**src/rtl/tspf_pkg.sv**
```systemverilog
package tspf_pkg;

    localparam int          PID_W      = 13;
    localparam int          PID_HI_W   = PID_W - 8;
    localparam logic [7:0]  SYNC_BYTE  = 8'h47;
    localparam logic [12:0] PID_PARKED = 13'h1FFF;

    // Register bit positions
    localparam int BIT_EN     = 15;
    localparam int BIT_BLOCK  = 13;
    localparam int BIT_LSBF   = 14;
    localparam int BIT_PASS   = 16;

    typedef logic [PID_W-1:0] pid_t;

    typedef struct packed {
        logic en;
        pid_t pid;
    } slot_t;

    typedef struct packed {
        logic pass_all;
        logic block_all;
        logic lsb_first;
    } ctrl_t;

    typedef enum logic {
        TRK_HUNT = 1'b0,
        TRK_PKT  = 1'b1
    } trk_state_e;

    function automatic slot_t slot_from_word(input logic [31:0] w);
        slot_t s;
        s.en  = w[BIT_EN];
        s.pid = w[PID_W-1:0];
        return s;
    endfunction

    function automatic ctrl_t ctrl_from_word(input logic [31:0] w);
        ctrl_t c;
        c.pass_all  = w[BIT_PASS];
        c.block_all = w[BIT_BLOCK];
        c.lsb_first = w[BIT_LSBF];
        return c;
    endfunction

    function automatic slot_t slot_parked();
        slot_t s;
        s.en  = 1'b0;
        s.pid = PID_PARKED;
        return s;
    endfunction

endpackage

```
**src/rtl/tspf_slot_bank.sv**
```systemverilog
module tspf_slot_bank
    import tspf_pkg::*;
#(
    parameter int NSLOTS = 8,
    parameter int AW     = $clog2(NSLOTS)
) (
    input  logic          clk,
    input  logic          rst,
    input  logic          cfg_we,
    input  logic [AW-1:0] cfg_addr,
    input  logic [31:0]   cfg_wdata,
    input  pid_t          pid,
    output logic          keep,
    output logic          lsb_first
);

    slot_t             slots_q [NSLOTS];
    ctrl_t             ctrl_q;
    logic [NSLOTS-1:0] hit_v;

    always_ff @(posedge clk) begin
        if (rst) begin
            for (int i = 0; i < NSLOTS; i++) begin
                slots_q[i] <= slot_parked();
            end
            ctrl_q <= '0;
        end else if (cfg_we && (32'(cfg_addr) < NSLOTS)) begin
            slots_q[cfg_addr] <= slot_from_word(cfg_wdata);
            if (cfg_addr == '0) begin
                ctrl_q <= ctrl_from_word(cfg_wdata);
            end
        end
    end

    for (genvar g = 0; g < NSLOTS; g++) begin : g_cmp
        assign hit_v[g] = slots_q[g].en && (slots_q[g].pid == pid);
    end

    // Block-all outranks pass-all
    always_comb begin
        keep      = !ctrl_q.block_all && (ctrl_q.pass_all || (|hit_v));
        lsb_first = ctrl_q.lsb_first;
    end

endmodule

```
**src/rtl/tspf_sync_track.sv**
```systemverilog
module tspf_sync_track
    import tspf_pkg::*;
#(
    parameter int PKT_BYTES = 188,
    parameter int IDX_W     = $clog2(PKT_BYTES)
) (
    input  logic             clk,
    input  logic             rst,
    input  logic             in_valid,
    input  logic             in_sop,
    input  logic [7:0]       in_data,
    input  logic             keep_in,
    input  logic             lsb_in,
    output logic             byte_acc,
    output logic [IDX_W-1:0] byte_idx,
    output pid_t             pid,
    output logic             keep_q,
    output logic             lsb_q
);

    localparam logic [IDX_W-1:0] LAST_IDX = IDX_W'(PKT_BYTES - 1);
    localparam logic [IDX_W-1:0] IDX_PIDH = IDX_W'(1);
    localparam logic [IDX_W-1:0] IDX_PIDL = IDX_W'(2);

    trk_state_e            state_q;
    logic [IDX_W-1:0]      idx_q;
    logic [PID_HI_W-1:0]   pid_hi_q;
    logic                  start;

    always_comb begin
        start    = in_valid && in_sop && (in_data == SYNC_BYTE);
        byte_acc = (state_q == TRK_PKT) ? in_valid : start;
        byte_idx = (state_q == TRK_PKT) ? idx_q : '0;
        pid      = {pid_hi_q, in_data};
    end

    always_ff @(posedge clk) begin
        if (rst) begin
            state_q  <= TRK_HUNT;
            idx_q    <= '0;
            pid_hi_q <= '0;
            keep_q   <= 1'b0;
            lsb_q    <= 1'b0;
        end else begin
            unique case (state_q)
                TRK_HUNT: begin
                    if (start) begin
                        state_q <= TRK_PKT;
                        idx_q   <= IDX_W'(1);
                    end
                end
                TRK_PKT: begin
                    if (in_valid) begin
                        if (idx_q == LAST_IDX) begin
                            state_q <= TRK_HUNT;
                            idx_q   <= '0;
                        end else begin
                            idx_q <= idx_q + IDX_W'(1);
                        end
                    end
                end
                default: state_q <= TRK_HUNT;
            endcase
            if (byte_acc && byte_idx == IDX_PIDH) begin
                pid_hi_q <= in_data[PID_HI_W-1:0];
            end
            if (byte_acc && byte_idx == IDX_PIDL) begin
                keep_q <= keep_in;
                lsb_q  <= lsb_in;
            end
        end
    end

endmodule

```
**src/rtl/tspf_word_pack.sv**
```systemverilog
module tspf_word_pack #(
    parameter int PKT_BYTES  = 188,
    parameter int WORD_BYTES = 4,
    parameter int IDX_W      = $clog2(PKT_BYTES),
    parameter int LANE_W     = $clog2(WORD_BYTES)
) (
    input  logic                    clk,
    input  logic                    rst,
    input  logic                    byte_acc,
    input  logic [IDX_W-1:0]        byte_idx,
    input  logic [7:0]              in_data,
    input  logic                    keep,
    input  logic                    lsb_first,
    output logic                    out_valid,
    output logic [8*WORD_BYTES-1:0] out_data,
    output logic                    out_sop,
    output logic                    out_eop
);

    localparam logic [LANE_W-1:0] LAST_LANE = LANE_W'(WORD_BYTES - 1);
    localparam logic [IDX_W-1:0]  FIRST_END = IDX_W'(WORD_BYTES - 1);
    localparam logic [IDX_W-1:0]  PKT_END   = IDX_W'(PKT_BYTES - 1);

    logic [7:0]              held_q [WORD_BYTES];
    logic [7:0]              full   [WORD_BYTES];
    logic [8*WORD_BYTES-1:0] word_msbf;
    logic [8*WORD_BYTES-1:0] word_lsbf;
    logic [LANE_W-1:0]       lane;
    logic                    word_done;

    assign lane      = byte_idx[LANE_W-1:0];
    assign word_done = byte_acc && (lane == LAST_LANE);

    always_comb begin
        for (int k = 0; k < WORD_BYTES; k++) begin
            full[k] = (k == WORD_BYTES - 1) ? in_data : held_q[k];
        end
    end

    for (genvar k = 0; k < WORD_BYTES; k++) begin : g_lane
        assign word_msbf[(WORD_BYTES-1-k)*8 +: 8] = full[k];
        assign word_lsbf[k*8 +: 8]                = full[k];
    end

    always_ff @(posedge clk) begin
        if (rst) begin
            for (int k = 0; k < WORD_BYTES; k++) begin
                held_q[k] <= '0;
            end
            out_valid <= 1'b0;
            out_data  <= '0;
            out_sop   <= 1'b0;
            out_eop   <= 1'b0;
        end else begin
            if (byte_acc && !word_done) begin
                held_q[lane] <= in_data;
            end
            out_valid <= word_done && keep;
            out_sop   <= word_done && keep && (byte_idx == FIRST_END);
            out_eop   <= word_done && keep && (byte_idx == PKT_END);
            if (word_done && keep) begin
                out_data <= lsb_first ? word_lsbf : word_msbf;
            end
        end
    end

endmodule

```
**src/rtl/ts_pid_filter.sv**
```systemverilog
module ts_pid_filter
    import tspf_pkg::*;
#(
    parameter int NSLOTS     = 8,
    parameter int PKT_BYTES  = 188,
    parameter int WORD_BYTES = 4,
    parameter int AW         = $clog2(NSLOTS),
    parameter int DW         = 8 * WORD_BYTES
) (
    input  logic          clk,
    input  logic          rst,
    input  logic          in_valid,
    input  logic          in_sop,
    input  logic [7:0]    in_data,
    input  logic          cfg_we,
    input  logic [AW-1:0] cfg_addr,
    input  logic [31:0]   cfg_wdata,
    output logic          out_valid,
    output logic [DW-1:0] out_data,
    output logic          out_sop,
    output logic          out_eop
);

    localparam int IDX_W = $clog2(PKT_BYTES);

    pid_t             pid;
    logic             keep_now;
    logic             lsb_now;
    logic             keep_q;
    logic             lsb_q;
    logic             byte_acc;
    logic [IDX_W-1:0] byte_idx;

    tspf_slot_bank #(.NSLOTS(NSLOTS), .AW(AW)) u_bank (
        .clk       (clk),
        .rst       (rst),
        .cfg_we    (cfg_we),
        .cfg_addr  (cfg_addr),
        .cfg_wdata (cfg_wdata),
        .pid       (pid),
        .keep      (keep_now),
        .lsb_first (lsb_now)
    );

    tspf_sync_track #(.PKT_BYTES(PKT_BYTES), .IDX_W(IDX_W)) u_track (
        .clk      (clk),
        .rst      (rst),
        .in_valid (in_valid),
        .in_sop   (in_sop),
        .in_data  (in_data),
        .keep_in  (keep_now),
        .lsb_in   (lsb_now),
        .byte_acc (byte_acc),
        .byte_idx (byte_idx),
        .pid      (pid),
        .keep_q   (keep_q),
        .lsb_q    (lsb_q)
    );

    tspf_word_pack #(.PKT_BYTES(PKT_BYTES), .WORD_BYTES(WORD_BYTES), .IDX_W(IDX_W)) u_pack (
        .clk       (clk),
        .rst       (rst),
        .byte_acc  (byte_acc),
        .byte_idx  (byte_idx),
        .in_data   (in_data),
        .keep      (keep_q),
        .lsb_first (lsb_q),
        .out_valid (out_valid),
        .out_data  (out_data),
        .out_sop   (out_sop),
        .out_eop   (out_eop)
    );

endmodule

```
**config.mk**
```make
export PLATFORM = sky130hd
export DESIGN_NAME = ts_pid_filter
export DESIGN_NICKNAME = d
export VERILOG_FILES = /design/src/rtl/tspf_pkg.sv /design/src/rtl/tspf_slot_bank.sv /design/src/rtl/tspf_sync_track.sv /design/src/rtl/tspf_word_pack.sv /design/src/rtl/ts_pid_filter.sv
export SDC_FILE = /design/constraint.sdc
export NUM_CORES = 1
export LEC_CHECK = 0
export ABC_AREA = 1
export BUFFER_PORTS_ARGS = -buffer_cell sky130_fd_sc_hd__clkbuf_2
export CAP_MARGIN = 20
export CORE_ASPECT_RATIO = 0.75
export CORE_MARGIN = 4
export CORE_UTILIZATION = 45
export DETAILED_ROUTE_END_ITERATION = 12
export GPL_TIMING_DRIVEN = 0
export PLACE_DENSITY = 0.69
export RECOVER_POWER = 50
export SYNTH_ARGS = -nofsm -noshare
export SYNTH_HDL_FRONTEND = slang
export SYNTH_SLANG_ARGS = --single-unit
```
**constraint.sdc**
```tcl
create_clock -name clk -period 2.7 [get_ports clk]
set_input_delay 0.27 -clock clk [delete_from_list [all_inputs] [get_ports clk]]
set_output_delay 0.27 -clock clk [all_outputs]
set_load 0.005 [all_outputs]
```
* Word-level counts from Yosys, hierarchy flattened
Memory sizes are Yosys's and may differ from the RTL's.
Index checks and enable logic that the tools add are counted.
** Cells by class
- Add/subtract/negate cells :: 1
- Equality and inequality tests :: 17
- Muxes and demuxes :: 25
- Bitwise operators :: 1
- Reductions and logical operators :: 27
** Operators by type and width (count)
- $eq A13 B13 Y1 :: 8
- $mux W8 :: 5
- $mux W32 :: 1
- $logic_and A1 B1 Y1 :: 18
- $eq A8 B2 Y1 const B :: 2
- $eq A8 B8 Y1 const B :: 2
- $pmux W8 S2 :: 1
- $reduce_or A8 Y1 :: 2
- $mux W1 :: 14
- $mux W14 :: 1
- $reduce_or A14 Y1 :: 1
- $add A8 B1 Y8 const B :: 1
- $eq A8 B1 Y1 const B :: 1
- $eq A8 B7 Y1 const B :: 1
- $reduce_and A2 Y1 :: 2
- $logic_not A3 Y1 :: 1
- $mux W3 :: 1
- $eq A2 B2 Y1 const B :: 1
- $logic_not A1 Y1 :: 2
- $mux W2 :: 1
- $ne A2 B1 Y1 const B :: 1
- $ne A2 B2 Y1 const B :: 1
- $pmux W1 S2 :: 1
- $logic_or A1 B1 Y1 :: 1
- $not A1 Y1 :: 1
** Storage, ports and cells
- Register bits :: 54
- Memory bits (writable) :: 144
- Bits of input ports :: 48
- Output and inout bits :: 35
- Logic and storage cells :: 85
- Memories kept :: 2
** Memories
- u_bank.slots_q :: words 8, bits a word 14, rd ports 8, clocked after Yosys merged registers in 0, write ports 8, RTL line tspf_slot_bank.sv:17 : slot_t slots_q [NSLOTS];
- u_pack.held_q :: words 4, bits a word 8, rd ports 3, clocked after Yosys merged registers in 0, write ports 4, RTL line tspf_word_pack.sv:24 : logic [7:0] held_q [WORD_BYTES];

* Longest topological paths before layout
Gate-level depths: netlist of the first run.
- Depth in word-level cells :: 11
- Gate-level depth with buffers :: 14
- Mapped depth without buffers :: 12

* Modules after synthesis
A second synthesis of the first run with hierarchy kept.
** Unflattened totals
- Cell total of the unflattened synthesis :: 1305
- Area total of the unflattened synthesis :: 10009.6 um2
** Modules (own cells, without submodules)
- tspf_slot_bank :: times used 1, cells an instance 762, area an instance 6057.1 um2, seq. area each 3423.3 um2
- tspf_word_pack :: times used 1, cells an instance 385, area an instance 2865.2 um2, seq. area each 1421.4 um2
- tspf_sync_track :: times used 1, cells an instance 158, area an instance 1087.3 um2, seq. area each 320.3 um2

* Worst setup path after synthesis of the first run
OpenSTA, ideal clock, no wires.
- Path type :: input -> register
- Start point :: input in_data[7]
- End point :: memory u_pack.held_q[0][0] (enable)
- Setup time :: 384 ps
- Data arrival time :: 1631 ps
- Data required time :: 2316 ps
- Slack :: 685 ps
- Stages :: 6
- Path buffers :: 1
- Path through :: buf_2 nor4_4 nand3_2 nand2_4 inv_4 o21ai_0
** RTL lines
- start, declared :: RTL line ts_pid_filter.sv:14 : input logic [7:0] in_data,
- end, declared :: RTL line tspf_word_pack.sv:24

* Worst setup path in the final report of the first run
- Start point :: register u_track.pid_hi_q[2]
- End point :: register u_track.keep_q
** Between the ends
- Longest elaborated chain between the ends :: 5
- Elaborated cells between the ends (all ways) :: 19
- Classes of those cells :: 8 x eq/ne; 11 x reduce/logical
** RTL lines
- start, declared :: RTL line tspf_sync_track.sv:27 : logic [PID_HI_W-1:0] pid_hi_q;
- start signal, assigned :: RTL line tspf_sync_track.sv:65 : pid_hi_q <= in_data[PID_HI_W-1:0];
- $eq A13 B13 Y1 :: RTL line tspf_slot_bank.sv:36 : assign hit_v[g] = slots_q[g].en && (slots_q[g].pid == pid);
- $logic_and A1 B1 Y1 :: RTL line tspf_slot_bank.sv:36
- $reduce_or A8 Y1 * :: RTL line tspf_slot_bank.sv:41 : keep = !ctrl_q.block_all && (ctrl_q.pass_all || (|hit_v));
- $logic_or A1 B1 Y1 * :: RTL line tspf_slot_bank.sv:41
- $logic_and A1 B1 Y1 * :: RTL line tspf_slot_bank.sv:41
- end signal, assigned :: RTL line tspf_sync_track.sv:68 : keep_q <= keep_in;
- end, declared :: RTL line tspf_sync_track.sv:17 : output logic keep_q,
Mark *: on every way between the ends. The rest lies on a longest branch, timed or not.
A chain may end at the register's enable or synchronous reset.

==> summary.md, run 1 <==
| Metric | Value |
|---|---|
| Number of input and output port buffers inserted | `62` |
| Clock tree buffer depth | `2` |
| Post-synth EDFFs | `136` |
| Total die area | `0.0232 mm2` |
| Clock tree from TritonCTS | `built` |
| Synth warnings | `0` |
| Total wirelength of the detailed-routed design | `25800 um` |
| FFs w/ async S/R, synth | `0` |
| Number of cells on the worst hold path | `3` |
| Top-area cell type share of the netlist area | `0.437` |
| Flip-flop and latch count after synthesis | `190` |
| Synthesized cell area | `0.00934 mm2` |
| Lkg Pwr | `0.00463 uW` |
| Worst-skew pair later-pin latency | `0.45 ns` |
| Number of buffers added for setup after CTS | `0` |
| Hold slack final | `0.0321 ns` |
| Run status | `finished, final reports clean` |
| Post-Syn Instances | `1169` |
| Power per cell area | `595 mW/mm2` |
| Max-cap violations | `0` |
| Headroom to the max-slew limit | `0.428` |
| Slowest cell on the critical path | `sky130_fd_sc_hd__clkinv_1` |
| Post-layout nets | `1301` |
| Global-route congestion overflow total | `0` |
| Top flip-flop cell by instance count after synthesis | `sky130_fd_sc_hd__edfxtp_1` |
| HPWL after detailed placement | `18800 um` |
| Via-per-instance ratio | `5.09` |
| Critical path arrival | `2.65 ns` |
| Clock slew at the register clock pins of the worst setup and hold paths | `0.07 ns` |
| Critical Path Fanout Max | `10` |
| Crit share post-route | `0.846` |
| Fraction of the yosys area taken by sequential cells | `0.553` |
| Final design instance area without fill | `0.0106 mm2` |
| Depth of the worst register-to-register path | `13` |
| Vias in the first global route | `7195` |
| Height of the die | `133 um` |
| Commonest cells in the netlist | `sky130_fd_sc_hd__nand2_1, sky130_fd_sc_hd__nor2_1, sky130_fd_sc_hd__edfxtp_1` |
| Class of the worst hold path | `in2reg` |
| Final slew viol count | `0` |
| Unrepaired setup endpoints after global routing | `false` |
| Post-CTS Hold Fix Bufs | `0` |
| Gp weighted congestion | `0.904` |
| Endpoint kind of the worst setup timing path | `register` |
| Vias | `7871` |
| Final-report setup violation count | `0` |
| Min-Delay Endpoint | `u_bank.ctrl_q[1]` |
| First-pass GRT wire length | `39500 um` |
| Setup TNS | `0 ns` |
| Final worst clock skew | `0.0116 ns` |
| Hold Violations, Final | `0` |
| # IOs | `83` |
| Origin of the critical flop-to-flop path | `u_track.pid_hi_q[2]` |
| Core area | `0.0203 mm2` |
| Share of post-route cells with drive strength above 1 | `0.118` |
| Effective utilization at floorplan | `0.460` |
| Critical path startpoint category | `register` |
| Shortest period the worst path allows | `2.29 ns` |
| Critical path class | `reg2reg` |
| Initial DRC Count | `886` |
| Maximum clock frequency | `438 MHz` |
| GRT Resource Usage Total | `0.222` |
| DRT antenna net count | `0` |
| Layout Utilization | `0.519` |
| Worst IR drop on VDD | `331 uV` |
| Library cell appearing most often on the critical path | `sky130_fd_sc_hd__nand2_1` |
| Transition time at the pin with the least slew margin | `0.859 ns` |
| Avg Cell Area, Syn | `7.99 um2` |
| Library cell with the largest summed area after synthesis | `sky130_fd_sc_hd__edfxtp_1` |
| Antenna cell count | `0` |
| DRC | `0` |
| Worst-case register-to-register setup slack | `0.41 ns` |
| Critical-path cell list | `buf_2 -> clkinv_1 -> nand2_1 -> o21ai_0 -> nor2_1 -> nand2_1 -> nor2_1 -> nand2_1 -> nand2_1 -> nor2_1 -> nand3_1 -> nand2_1 -> a21oi_1` |
| Number of placement rows | `45` |
| Distinct cells, synth | `34` |
| RR Endpoint | `u_track.keep_q` |
| CTS sink count | `190` |
| Maximum level of the CTS H-tree | `4` |
| Most area-consuming cells after synthesis | `sky130_fd_sc_hd__edfxtp_1, sky130_fd_sc_hd__nand2_1, sky130_fd_sc_hd__dfxtp_1, sky130_fd_sc_hd__nor2_1, sky130_fd_sc_hd__inv_1` |
| Crit path buf inv count | `2` |
| Count of instances resized after the clock tree is built | `0` |
| Initial antenna violation count | `0` |
| First drt pass iteration count | `6` |
| Wire length per cell after detailed routing | `16.7 um` |
| Required @ worst endpoint | `3.07 ns` |
| Total power | `6280 uW` |
| Fill cell count | `1909` |
| Largest net degree at the start of global routing | `17` |
| Inserted Clock Buffers | `17` |
| Area after detailed placement | `0.0100 mm2` |
| Buffer type at the clock tree root | `sky130_fd_sc_hd__clkbuf_16` |
| Horiz. Die Dim | `174 um` |
| Net count after synthesis | `1218` |
| Critical path's top delay family | `simple AND/OR/NAND/NOR gates` |
| Worst Min Path Start | `cfg_wdata[13]` |
| Layout overhead on the synthesized area | `13.0%` |
| Worst stage delay on the critical path | `0.52 ns` |
| Library cell with the highest instance count after synthesis | `sky130_fd_sc_hd__nand2_1` |
## flip-flops by register name (all words and copies together), names as in the netlist, 2 cells and up
| signal | flops |
|---|---|
| u_pack.held_q | 24 |
| u_bank.slots_q | 112 |
| u_bank.ctrl_q | 2 |
| u_track.pid_hi_q | 5 |
| u_pack.out_data | 32 |
| u_track.idx_q | 8 |
## report_power, final
part           switching [uW]  leakage [uW]  internal (uW)
Clock                    1150      0.000297           1390
Combinational             325       0.00254            121
Sequential               55.6       0.00180           3240
Total                    1530       0.00463           4750
## worst max-delay path by stage
stage                   startpoint                  end  slack, ns  depth (start not counted)
2_1_floorplan           in_data[7]  u_pack.held_q[0][0]       0.69                          6
3_3_place_gp            in_data[7]  u_pack.held_q[2][4]       0.13                          6
3_5_place_dp            in_data[7]  u_pack.held_q[2][5]       0.15                          6
4_1_cts           u_track.idx_q[1]  u_pack.held_q[2][4]       0.30                          4
5_1_grt            u_track.state_q  u_pack.held_q[2][7]       0.20                          8
6_report       u_track.pid_hi_q[2]       u_track.keep_q       0.41                         13
## per-stage QoR
stage / std cells / worst slack, ns
finish: 1547 / 0.415
floorplan: 1169 / 0.685
CTS: 1545 / 0.299
global route: 1547 / 0.199
detailed placement: 1513 / 0.149
global placement: 1513 / 0.135
## layout by cell type (no fill, tap or decap), types with 5 or more instances in the layout
cell                        netlist  final
sky130_fd_sc_hd__inv_1          117    117
sky130_fd_sc_hd__nand4_1          7      7
sky130_fd_sc_hd__edfxtp_1       136    136
sky130_fd_sc_hd__nand2_1        463    464
sky130_fd_sc_hd__a211oi_1         6      6
sky130_fd_sc_hd__o21ai_0         56     56
sky130_fd_sc_hd__clkbuf_2         0     50
sky130_fd_sc_hd__buf_6            6      6
sky130_fd_sc_hd__clkbuf_1        24     39
sky130_fd_sc_hd__a21oi_1         12     12
sky130_fd_sc_hd__dfxtp_1         54     54
sky130_fd_sc_hd__buf_2           14     14
sky130_fd_sc_hd__nand3_1         13     14
sky130_fd_sc_hd__nor2_2          30     30
sky130_fd_sc_hd__inv_4            2      6
sky130_fd_sc_hd__nor2_1         156    157
sky130_fd_sc_hd__xnor2_1          5      5
sky130_fd_sc_hd__clkbuf_16        0     18
sky130_fd_sc_hd__or2_2            5      5
sky130_fd_sc_hd__o21ai_1         30     30
## worst min-delay path: cells and delay by family
family	cells	cell delay (ns)
buf+inv	1	0.08
simple gates	2	0.09
## logic make-up (layout without fill, tap and decap cells)
| family | after synthesis | count (layout) | synth area share |
|---|---|---|---|
| compound gates | 110 | 110 | 0.0621 |
| buf+inv | 175 | 271 | 0.0791 |
| flops | 190 | 190 | 0.553 |
| fa+ha+maj | 1 | 1 | 0.00134 |
| simple gates | 686 | 686 | 0.298 |
| xor+xnor | 7 | 7 | 0.00656 |
## layer usage
layer,track usage,vias up,share of wire,routed length (um)
met4,0.0668,0,0.017,448
met5,0,-,0,0
li1,-,3835,-,-
met2,0.314,409,0.42,10700
met3,0.0668,39,0.13,3290
met1,0.329,3588,0.44,11400
## layout make-up
type | instances | area [um2] | area share
clock inverter | 11 | 100 | 0.00948
clock buffer | 21 | 483 | 0.0458
multi-input combinational | 804 | 3420 | 0.324
sequential | 190 | 5160 | 0.489
tap | 282 | 353 | 0.0334
inverter | 127 | 482 | 0.0456
timing repair buffer | 64 | 303 | 0.0287
buffer | 48 | 253 | 0.0239
No activity file was read; power rests on OpenSTA's default activity.
==> inputs of run 2 (changes only) <==
--- a/config.mk
+++ b/config.mk
@@ -13,7 +13,7 @@
 export CORE_UTILIZATION = 45
 export DETAILED_ROUTE_END_ITERATION = 12
 export GPL_TIMING_DRIVEN = 0
-export PLACE_DENSITY = 0.69
+export PLACE_DENSITY = 0.71
 export RECOVER_POWER = 50
 export SYNTH_ARGS = -nofsm -noshare
 export SYNTH_HDL_FRONTEND = slang
==> constraint.sdc (replaced) <==
create_clock -name clk -period 1.8 [get_ports clk]
set_input_delay 0.18 -clock clk [delete_from_list [all_inputs] [get_ports clk]]
set_output_delay 0.18 -clock clk [all_outputs]
set_load 0.005 [all_outputs]
==> run 2 against run 1 <==
Effect of this change: global-route usage is 0.057 points higher; non-clock buffer count rose by 7; sequential power increased by 50%; setup slack got worse by 0.34 ns; count of clock-buffer cells in the layout shrank 3; utilization increased by 0.95 points; combinational power is 53% higher; fmax increased by 33%; critical path depth decreased by 5; flip-flop and latch count is the same; sequential share of layout area shrank 0.85 points.
==> summary.md, run 2 (synthesis results as in run 1) <==
| Metric | Value |
|---|---|
| Clock network fraction of total power | `0.394 (-0.010)` |
| CTS sink count | `190 (unchanged)` |
| Post-layout nets | `1308 (+0.54%)` |
| Buffer type at the clock tree root | `sky130_fd_sc_hd__clkbuf_16` |
| Final-report setup violation count | `0 (unchanged)` |
| Share of post-route cells with drive strength above 1 | `0.145 (+0.0269)` |
| DRT antenna net count | `0 (unchanged)` |
| Class of the worst hold path | `in2reg` |
| DRC | `0 (unchanged)` |
| Regs by FF count | `u_bank.slots_q (112), u_pack.out_data (32), u_pack.held_q (24)` |
| Origin of the critical flop-to-flop path | `u_track.state_q` |
| Transition time at the pin with the least slew margin | `0.786 ns (-0.0730 ns)` |
| Core area | `0.0203 mm2 (unchanged)` |
| Net load switching power | `2380 uW (+55%)` |
| Number of placement rows | `45 (unchanged)` |
| HPWL after detailed placement | `18800 um (+0.18%)` |
| Power per cell area | `864 mW/mm2 (+45%)` |
| Largest net degree at the start of global routing | `19 (+2)` |
| Run status | `finished, final reports clean` |
| Lkg Pwr | `0.00468 uW (+1.0%)` |
| Crit share post-route | `0.958 (+0.111)` |
| Vias in the first global route | `7360 (+2.3%)` |
| Launch point of the critical path | `u_track.state_q` |
| Layout overhead on the synthesized area | `15.1%` |
| Slowest cell on the critical path | `sky130_fd_sc_hd__dfxtp_1` |
| Share of total power in sequential cells | `0.533 (+0.008)` |
| Effective utilization at floorplan | `0.460 (unchanged)` |
| Final slew viol count | `0 (unchanged)` |
| Headroom to the max-slew limit | `0.476 (+0.0486)` |
| Final worst-path setup slack | `0.0760 ns (-0.339 ns)` |
| Vias | `8020 (+1.9%)` |
| Critical-path cell list | `buf_4 -> nor2_1 -> nand3_2 -> nand2_4 -> nand2_2 -> nor2_4 -> nand2_1 -> nor2_2` |
| Critical path arrival | `2.00 ns (-0.65 ns)` |
| Int Pwr | `6910 uW (+45%)` |
| Initial DRC Count | `914 (+3.2%)` |
| Max-cap violations | `0 (unchanged)` |
| Total die area | `0.0232 mm2 (unchanged)` |
| Worst stage delay on the critical path | `0.30 ns (-0.22 ns)` |
| Wire length per cell after detailed routing | `16.6 um (-0.43%)` |
| Worst-case register-to-register setup slack | `0.08 ns (-0.34 ns)` |
| Most common library cell in the layout ignoring fill and taps | `sky130_fd_sc_hd__nand2_1` |
| Clock tree buffer depth | `2 (unchanged)` |
| Antenna cell count | `0 (unchanged)` |
| GRT Resource Usage Total | `0.223 (+0.000565)` |
| Capture point of the critical path | `u_pack.held_q[0][6]` |
| Flip-flop count of the largest register, all copies and words added | `112 (unchanged)` |
| Layout Utilization | `0.529 (+0.00954)` |
| Critical Path Fanout Max | `8 (-2)` |
| Depth of the worst register-to-register path | `8 (-5)` |
| Height of the die | `133 um (unchanged)` |
| Shortest period the worst path allows | `1.72 ns (-0.561 ns)` |
| Worst-skew pair later-pin latency | `0.44 ns (about the same)` |
| First drt pass iteration count | `5 (-1)` |
| Maximum clock frequency | `580 MHz (+33%)` |
| Total wirelength of the detailed-routed design | `25800 um (about the same)` |
| Critical path class | `reg2reg` |
| Setup TNS | `0 ns (unchanged)` |
| Critical path startpoint category | `register` |
| Via-per-instance ratio | `5.16 (+1.4%)` |
| Final worst clock skew | `0.00871 ns (-0.00285 ns)` |
| Clock slew at the register clock pins of the worst setup and hold paths | `0.07 ns (about the same)` |
| Commonest cells after routing, fill and taps aside | `sky130_fd_sc_hd__nand2_1, sky130_fd_sc_hd__nor2_1, sky130_fd_sc_hd__edfxtp_1, sky130_fd_sc_hd__inv_1` |
| Gp weighted congestion | `0.914 (+1.2%)` |
| Worst IR drop on VDD | `591 uV (+79%)` |
| Endpoint kind of the worst setup timing path | `register` |
| Unrepaired setup endpoints after global routing | `true` |
| Switching share of power | `0.256 (+0.0122)` |
| Required @ worst endpoint | `2.08 ns (-0.99 ns)` |
| Part of the total power dissipated in combinational logic | `0.074 (+0.003)` |
| Inserted Clock Buffers | `17 (unchanged)` |
| Number of input and output port buffers inserted | `62 (unchanged)` |
| Initial antenna violation count | `0 (unchanged)` |
| Clock tree from TritonCTS | `built` |
| Post-placement setup slack | `-0.766 ns (-0.915 ns)` |
| Maximum level of the CTS H-tree | `4 (unchanged)` |
| RR Endpoint | `u_pack.held_q[0][6]` |
| Register ranked first by flip-flop count | `u_bank.slots_q` |
| # IOs | `83 (unchanged)` |
| First-pass GRT wire length | `39900 um (+1.2%)` |
| Hold Violations, Final | `0 (unchanged)` |
| Horiz. Die Dim | `174 um (unchanged)` |
| Global-route congestion overflow total | `0 (unchanged)` |
run 2: cell type report:
type                            count  area [um2]
Fill cell                        1898        9580
Sequential cell                   190        5170
Multi-Input combinational cell    804        3510
Inverter                          127         500
Clock buffer                       18         439
Timing Repair Buffer               71         369
Tap cell                          282         353
Buffer                             48         283
Clock inverter                     14         129
run 2: worst min-delay path by stage:
stage                              from                  end  slack (ns)  depth (start not counted)
after floorplan                     rst        u_track.lsb_q        0.26                          1
after global placement    cfg_wdata[14]     u_bank.lsb_first        0.39                          3
after detailed placement  cfg_wdata[16]     u_bank.ctrl_q[2]        0.40                          3
after CTS                           rst  u_track.pid_hi_q[0]        0.03                          2
after global routing                rst  u_track.pid_hi_q[0]        0.03                          2
final                               rst  u_track.pid_hi_q[0]        0.02                          2
run 2: worst max-delay path, delay by kind of cell (launching register included):
kind | cells | cell delay (ns)
buffers and inverters | 1 | 0.15
flip-flops | 1 | 0.30
AND/OR/NAND/NOR | 7 | 1.11
run 2: power by group through the flow:
stage,Sequential [uW],Clock (uW),Combinational [uW]
detailed placement,5040,0,654
global placement,5030,0,642
floorplan,5020,0,425
finish,4950,3660,683
CTS,4950,3670,671
global route,4960,3870,760
run 2: per-stage QoR:
stage	instances	total power, uW	hold WS (ns)	area [um2]
detailed placement	1513	5700	0.396	10000
global route	1554	9600	0.0316	10800
global placement	1513	5680	0.389	10000
floorplan	1169	5440	0.258	9340
finish	1554	9290	0.0241	10800
CTS	1549	9290	0.0273	10700
run 2: what timing repair did:
action,4_1_cts,5_1_grt
setup endpoints to repair,39,155
endpoints found under the hold margin,3,0
buffers inserted,1,5
resized for setup,20,37
hold buffers,3,0
pin swaps,0,2
run 2: metal layers:
metal | track usage | vias to the layer above | part of all wire
met5 | 0 | - | 0
met4 | 0.0519 | 0 | 0.013
met3 | 0.0514 | 35 | 0.11
met2 | 0.324 | 396 | 0.43
met1 | 0.339 | 3735 | 0.45
li1 | - | 3854 | -
